### src/rtl/acmd_pkg.sv
package acmd_pkg;
  localparam int ADDR_W   = 5;
  localparam int PB_WORDS = 8;
  localparam int ERR_W    = 3;

  localparam logic [ADDR_W-1:0] CTRL_ADDR = 5'h08;
  localparam logic [ADDR_W-1:0] CMD_ADDR  = 5'h09;
  localparam logic [ADDR_W-1:0] AUTO_ADDR = 5'h0A;
  localparam logic [ADDR_W-1:0] HSEL_ADDR = 5'h0B;
  localparam logic [ADDR_W-1:0] PB_BASE   = 5'h10;

  localparam logic [ERR_W-1:0] ERR_NONE = 3'd0;
  localparam logic [ERR_W-1:0] ERR_BUSY = 3'd1;

  // strobes from the control unit to the datapath
  typedef struct packed {
    logic dataWr;
    logic pbWr;
    logic cmdWr;
    logic maskWr;
    logic hselWr;
    logic resultWr;
  } acmd_strobe_t;
endpackage

### src/rtl/acmd_ctrl.sv
module acmd_ctrl import acmd_pkg::*; #(
  parameter int NUM_DATA = 2
) (
  input  logic                  clk,
  input  logic                  rstN,
  input  logic                  regWrEn,
  input  logic                  regRdEn,
  input  logic [ADDR_W-1:0]     regAddr,
  input  logic [ERR_W-1:0]      clrBits,
  input  logic                  autoHit,
  input  logic                  hartDone,
  output acmd_strobe_t          strobe,
  output logic                  busy,
  output logic                  hartCmdValid,
  output logic [ERR_W-1:0]      errCode
);
  logic isData, isPb, isCmd, autoAcc, guardedWr, busyViol, launch, errClr;

  always_comb begin
    isData    = int'(regAddr) < NUM_DATA;
    isPb      = (regAddr >= PB_BASE) && (int'(regAddr) < int'(PB_BASE) + PB_WORDS);
    isCmd     = regAddr == CMD_ADDR;
    autoAcc   = (regWrEn || regRdEn) && isData && autoHit;
    guardedWr = regWrEn && (isData || isPb || isCmd);
    busyViol  = busy && (guardedWr || autoAcc);
    launch    = !busy && (errCode == ERR_NONE) && ((regWrEn && isCmd) || autoAcc);
    errClr    = regWrEn && (regAddr == CTRL_ADDR);

    strobe.dataWr   = regWrEn && isData && !busy;
    strobe.pbWr     = regWrEn && isPb && !busy;
    strobe.cmdWr    = regWrEn && isCmd && launch;
    strobe.maskWr   = regWrEn && (regAddr == AUTO_ADDR);
    strobe.hselWr   = regWrEn && (regAddr == HSEL_ADDR) && !busy;
    strobe.resultWr = hartDone && busy;
  end

  always_ff @(posedge clk) begin
    if (!rstN) begin
      busy         <= 1'b0;
      hartCmdValid <= 1'b0;
      errCode      <= ERR_NONE;
    end else begin
      hartCmdValid <= launch;
      if (launch)               busy <= 1'b1;
      else if (strobe.resultWr) busy <= 1'b0;
      if (errClr)                                   errCode <= errCode & ~clrBits;
      else if (busyViol && (errCode == ERR_NONE))   errCode <= ERR_BUSY;
    end
  end
endmodule

### src/rtl/acmd_datapath.sv
module acmd_datapath import acmd_pkg::*; #(
  parameter int XLEN     = 32,
  parameter int NUM_DATA = 2,
  parameter int HART_W   = 4
) (
  input  logic                     clk,
  input  logic                     rstN,
  input  acmd_strobe_t             strobe,
  input  logic [ADDR_W-1:0]        regAddr,
  input  logic [XLEN-1:0]          regWrData,
  input  logic [XLEN-1:0]          hartResult,
  input  logic                     busy,
  input  logic [ERR_W-1:0]         errCode,
  output logic [XLEN-1:0]          regRdData,
  output logic [XLEN-1:0]          cmdWord,
  output logic [NUM_DATA*XLEN-1:0] hartArgs,
  output logic [HART_W-1:0]        hartSel,
  output logic                     autoHit
);
  logic [XLEN-1:0]     dataQ [NUM_DATA];
  logic [XLEN-1:0]     pbQ   [PB_WORDS];
  logic [NUM_DATA-1:0] autoMask;

  for (genvar i = 0; i < NUM_DATA; i++) begin : g_data
    always_ff @(posedge clk) begin
      if (!rstN)                                               dataQ[i] <= '0;
      else if (strobe.resultWr && i == 0)                      dataQ[i] <= hartResult;
      else if (strobe.dataWr && regAddr == ADDR_W'(i))         dataQ[i] <= regWrData;
    end
    assign hartArgs[i*XLEN +: XLEN] = dataQ[i];
  end

  for (genvar j = 0; j < PB_WORDS; j++) begin : g_pb
    always_ff @(posedge clk) begin
      if (!rstN)                                               pbQ[j] <= '0;
      else if (strobe.pbWr && regAddr == PB_BASE + ADDR_W'(j)) pbQ[j] <= regWrData;
    end
  end

  always_ff @(posedge clk) begin
    if (!rstN) begin
      cmdWord  <= '0;
      autoMask <= '0;
      hartSel  <= '0;
    end else begin
      if (strobe.cmdWr)  cmdWord  <= regWrData;
      if (strobe.maskWr) autoMask <= regWrData[NUM_DATA-1:0];
      if (strobe.hselWr) hartSel  <= regWrData[HART_W-1:0];
    end
  end

  always_comb begin
    autoHit   = 1'b0;
    regRdData = '0;
    for (int i = 0; i < NUM_DATA; i++) begin
      if (regAddr == ADDR_W'(i)) begin
        autoHit   = autoMask[i];
        regRdData = dataQ[i];
      end
    end
    for (int j = 0; j < PB_WORDS; j++)
      if (regAddr == PB_BASE + ADDR_W'(j)) regRdData = pbQ[j];
    case (regAddr)
      CTRL_ADDR: begin
        regRdData[ERR_W-1:0] = errCode;
        regRdData[8]         = busy;
      end
      CMD_ADDR:  regRdData = cmdWord;
      AUTO_ADDR: regRdData[NUM_DATA-1:0] = autoMask;
      HSEL_ADDR: regRdData[HART_W-1:0] = hartSel;
      default: ;
    endcase
  end
endmodule

### src/rtl/acmd_engine.sv
module acmd_engine import acmd_pkg::*; #(
  parameter int XLEN     = 32,
  parameter int NUM_DATA = 2,
  parameter int HART_W   = 4
) (
  input  logic                     clk,
  input  logic                     rstN,
  input  logic                     regWrEn,
  input  logic                     regRdEn,
  input  logic [ADDR_W-1:0]        regAddr,
  input  logic [XLEN-1:0]          regWrData,
  output logic [XLEN-1:0]          regRdData,
  output logic [HART_W-1:0]        hartSel,
  output logic                     hartCmdValid,
  output logic [XLEN-1:0]          hartCmd,
  output logic [NUM_DATA*XLEN-1:0] hartArgs,
  input  logic                     hartDone,
  input  logic [XLEN-1:0]          hartResult,
  output logic                     busy
);
  acmd_strobe_t     strobe;
  logic [ERR_W-1:0] errCode;
  logic             autoHit;

  acmd_ctrl #(.NUM_DATA(NUM_DATA)) i_ctrl (
    .clk(clk), .rstN(rstN), .regWrEn(regWrEn), .regRdEn(regRdEn),
    .regAddr(regAddr), .clrBits(regWrData[ERR_W-1:0]), .autoHit(autoHit),
    .hartDone(hartDone), .strobe(strobe), .busy(busy),
    .hartCmdValid(hartCmdValid), .errCode(errCode)
  );

  acmd_datapath #(.XLEN(XLEN), .NUM_DATA(NUM_DATA), .HART_W(HART_W)) i_dp (
    .clk(clk), .rstN(rstN), .strobe(strobe), .regAddr(regAddr),
    .regWrData(regWrData), .hartResult(hartResult), .busy(busy),
    .errCode(errCode), .regRdData(regRdData), .cmdWord(hartCmd),
    .hartArgs(hartArgs), .hartSel(hartSel), .autoHit(autoHit)
  );
endmodule

### config.mk
export PLATFORM = sky130hd
export DESIGN_NAME = acmd_engine
export DESIGN_NICKNAME = d
export VERILOG_FILES = /design/src/rtl/acmd_pkg.sv /design/src/rtl/acmd_ctrl.sv /design/src/rtl/acmd_datapath.sv /design/src/rtl/acmd_engine.sv
export SDC_FILE = /design/constraint.sdc
export NUM_CORES = 1
export LEC_CHECK = 0
export BUFFER_PORTS_ARGS = -buffer_cell sky130_fd_sc_hd__clkbuf_2
export CORE_MARGIN = 2
export CORE_UTILIZATION = 58
export CTS_BUF_LIST = sky130_fd_sc_hd__clkbuf_4 sky130_fd_sc_hd__clkbuf_8 sky130_fd_sc_hd__clkbuf_16
export DETAILED_ROUTE_END_ITERATION = 8
export HOLD_SLACK_MARGIN = 0.12
export PLACE_DENSITY_LB_ADDON = 0.25
export SLEW_MARGIN = 20
export SYNTH_ARGS = -nofsm -noshare
export SYNTH_HDL_FRONTEND = slang
export SYNTH_SLANG_ARGS = --single-unit
### constraint.sdc
create_clock -name clk -period 7.4 [get_ports clk]
set_clock_uncertainty 0.2 [all_clocks]
set_input_delay 0.74 -clock clk [delete_from_list [all_inputs] [get_ports clk]]
set_output_delay 0.74 -clock clk [all_outputs]
set_load 0.05 [all_outputs]
==> out/summary.txt <==
Initial Util: 59.1%
P&R area growth vs syn: 15.1%
mux cell area share after synthesis: 1.49%
Final Cycle Share: 68.2%
Startpoint Class: input pin
worst-path fanout max: 29
Post-Route Utilization: 68.0%
met3 WL: 6.50 mm
largest family of logic cells by synthesized area: simple AND/OR/NAND/NOR gates
top layer in use: met4
Synth area leader: edfxtp_1
Clock Sinks: 363
mapped cell area: 0.0170 mm2
area share of fa/ha/maj cells after synthesis: 0%
Synth Flop Type: edfxtp_1
I/O pin cnt: 208
CP Cell Sequence: clkbuf_2, buf_4, and2b_1, nand2_1, o22ai_1, or3_1, o21ai_0, clkbuf_2
drt first pass iters: 8
critical path arrival: 4.11 ns
routed length on met1: 19.5 mm
xor-xnor portion of the synthesized cell area: 0%
biggest cell delay along the critical path: 0.92 ns
syn avg cell area: 11.4 um2
dpl hpwl: 31.9 mm
# hold bufs at CTS: 0
final setup violation count: 0
core area: 0.0288 mm2
Detail Route met2 WL: 24.5 mm
most common cell after layout, fill and taps aside: edfxtp_1
DRC violations left: 0
share of the synthesized area in the top cell type: 56.5%
global-route wire length before repair: 77.8 mm
Post-Synth Simple-Gate Area: 19.7%
initial DRC count: 1791
hold slack: 0.276 ns
vias in the first global route: 13000
Net Count, Synth: 1571
Final Cell Area: 0.0196 mm2
fin nets: 1710
post-route minimum period: 5.05 ns
critical path type: input pin to primary output
min-delay worst type: flop to flop
CTS tree: built
antenna diode count: 0
most used cell, CP: clkbuf_2
worst skew pair latency: 0.52 ns
port buffer count: 207
Setup Buffers After CTS: 0
DR vias/cell: 6.49
Placer Congestion: 0.915
total number of vias: 13300
Std-Cell Rows: 62
Post-synth ARST share: 0%
Die Height: 175 um
CTS H-tree lvls: 2
DRT Wirelength: 52.6 mm
largest net degree at the start of global routing: 59
Max stage delay cell, worst path: nand2_1
number of synthesized flops with an enable pin: 320
GRT Overall Usage: 34.1%
Wirelength per Cell: 25.7 um
most used cells in the layout excluding fill and tap cells: edfxtp_1, and2_1, clkbuf_2
initial antenna violation count: 1
die area: 0.0307 mm2
post_cts resized: 0
GRT Residual Overflow: 0
root buffer cell: clkbuf_16
yosys warns: 0
setup TNS: 0 ns
Rel. slew slack: 23.3%
Post-Syn Instances: 1497
Worst path top cell family by delay: simple AND/OR/NAND/NOR gates
Max Freq: 0.198 GHz
Final ANT Viol Nets: 0
worst-margin pin slew: 1.15 ns
CTS buffer count: 38
VDD IR max: 0.000227 V
top cells by area, synth: edfxtp_1, and2_1, dfxtp_1, nor2_1, nand2_1
Synth Register Bits: 363
total chip power: 4.76 mW
Area after DPL: 0.0183 mm2
Die Width: 175 um
post-synthesis sequential area ratio: 61.6%
Compound-Gate Fraction of Synth Area: 13.4%
Reg clk slew, reported paths: 0.06 ns
share of cells above drive strength 1: 20.6%
Critical Path RT: 6.46 ns
Max Cap Viol: 0
Final Max Slew Viols: 0
Leakage: 7.48 nW
CTS Buffer Depth: 3
pwr dens: 243 mW/mm2
buffers plus inverters on the worst setup path: 3
status: finished, final reports clean
Cell variety after synth: 67
RSZ-0062 raised after global routing: no
Fin. Hold Viols: 0
Critical Path Sink Type: primary output
worst reg2reg max path: cells and delay by family, from the launching register on:
family	cells	cell delay [ns]
AO/OA/AOI/OAI	1	0.82
buffers and inverters	1	0.48
flip-flops	1	0.40
AND/OR/NAND/NOR	2	0.79
flip-flops by register name (all words and copies together) (netlist names):
signal               count
i_ctrl.hartCmdValid      1
i_ctrl.errCode           3
i_dp.cmdWord            32
i_dp.dataQ              64
i_ctrl.busy              1
i_dp.hartSel             4
i_dp.pbQ               256
i_dp.autoMask            2
cells in the mapped netlist, types with 15 or more instances:
cell	number
a21o_1	15
a21oi_1	79
a221oi_1	27
a22o_1	36
a22oi_1	18
and2_1	291
buf_2	40
clkbuf_1	93
dfxtp_1	43
edfxtp_1	320
nand2_1	106
nor2_1	133
nor3_1	19
o21ai_0	55
o22ai_1	63
where the power goes:
group | leakage [nW] | total [mW] | switching [mW] | internal, mW
logic | 3.43 | 0.436 | 0.337 | 0.0993
clock network | 0.636 | 1.97 | 0.799 | 1.17
registers | 3.42 | 2.36 | 0.0402 | 2.32
total | 7.48 | 4.76 | 1.18 | 3.58
cell families after synthesis:
family | count (synthesis)
AND/OR/NAND/NOR | 620
multiplexers | 22
AO/OA/AOI/OAI | 343
flip-flops | 363
buffers and inverters | 149
per-layer routing:
layer	up-vias	global-route usage [%]
met1	6449	46.1
met2	968	54.2
met4	0	15.0
li1	5714	-
met3	171	6.18
met5	-	0
metrics by stage:
step | std cells | setup WS (ns)
finish | 2049 | 2.35
global route | 2049 | 2.24
CTS | 2049 | 2.42
detailed placement | 1980 | 2.43
global placement | 1980 | 2.47
floorplan | 1497 | 2.73
layout make-up:
cell class / count / area, um2
clock buffer: 48 / 1070
clock inverter: 21 / 215
fill: 2164 / 9220
inverter: 5 / 18.8
multi-input combinational: 985 / 6000
sequential: 363 / 10500
tap: 384 / 480
timing repair buffer: 243 / 1310
path summary, 6_finish.rpt:
path                           from           endpoint  slack, ns  cells after the start
setup / recovery         regAddr[1]       regRdData[7]       2.35                      8
hold reg to reg   i_ctrl.errCode[1]  i_ctrl.errCode[1]       0.28                      2
hold / removal    i_ctrl.errCode[1]  i_ctrl.errCode[1]       0.28                      2
setup reg to reg        i_ctrl.busy    i_dp.pbQ[0][34]       4.36                      4
No activity file was read; power rests on OpenSTA's default activity.
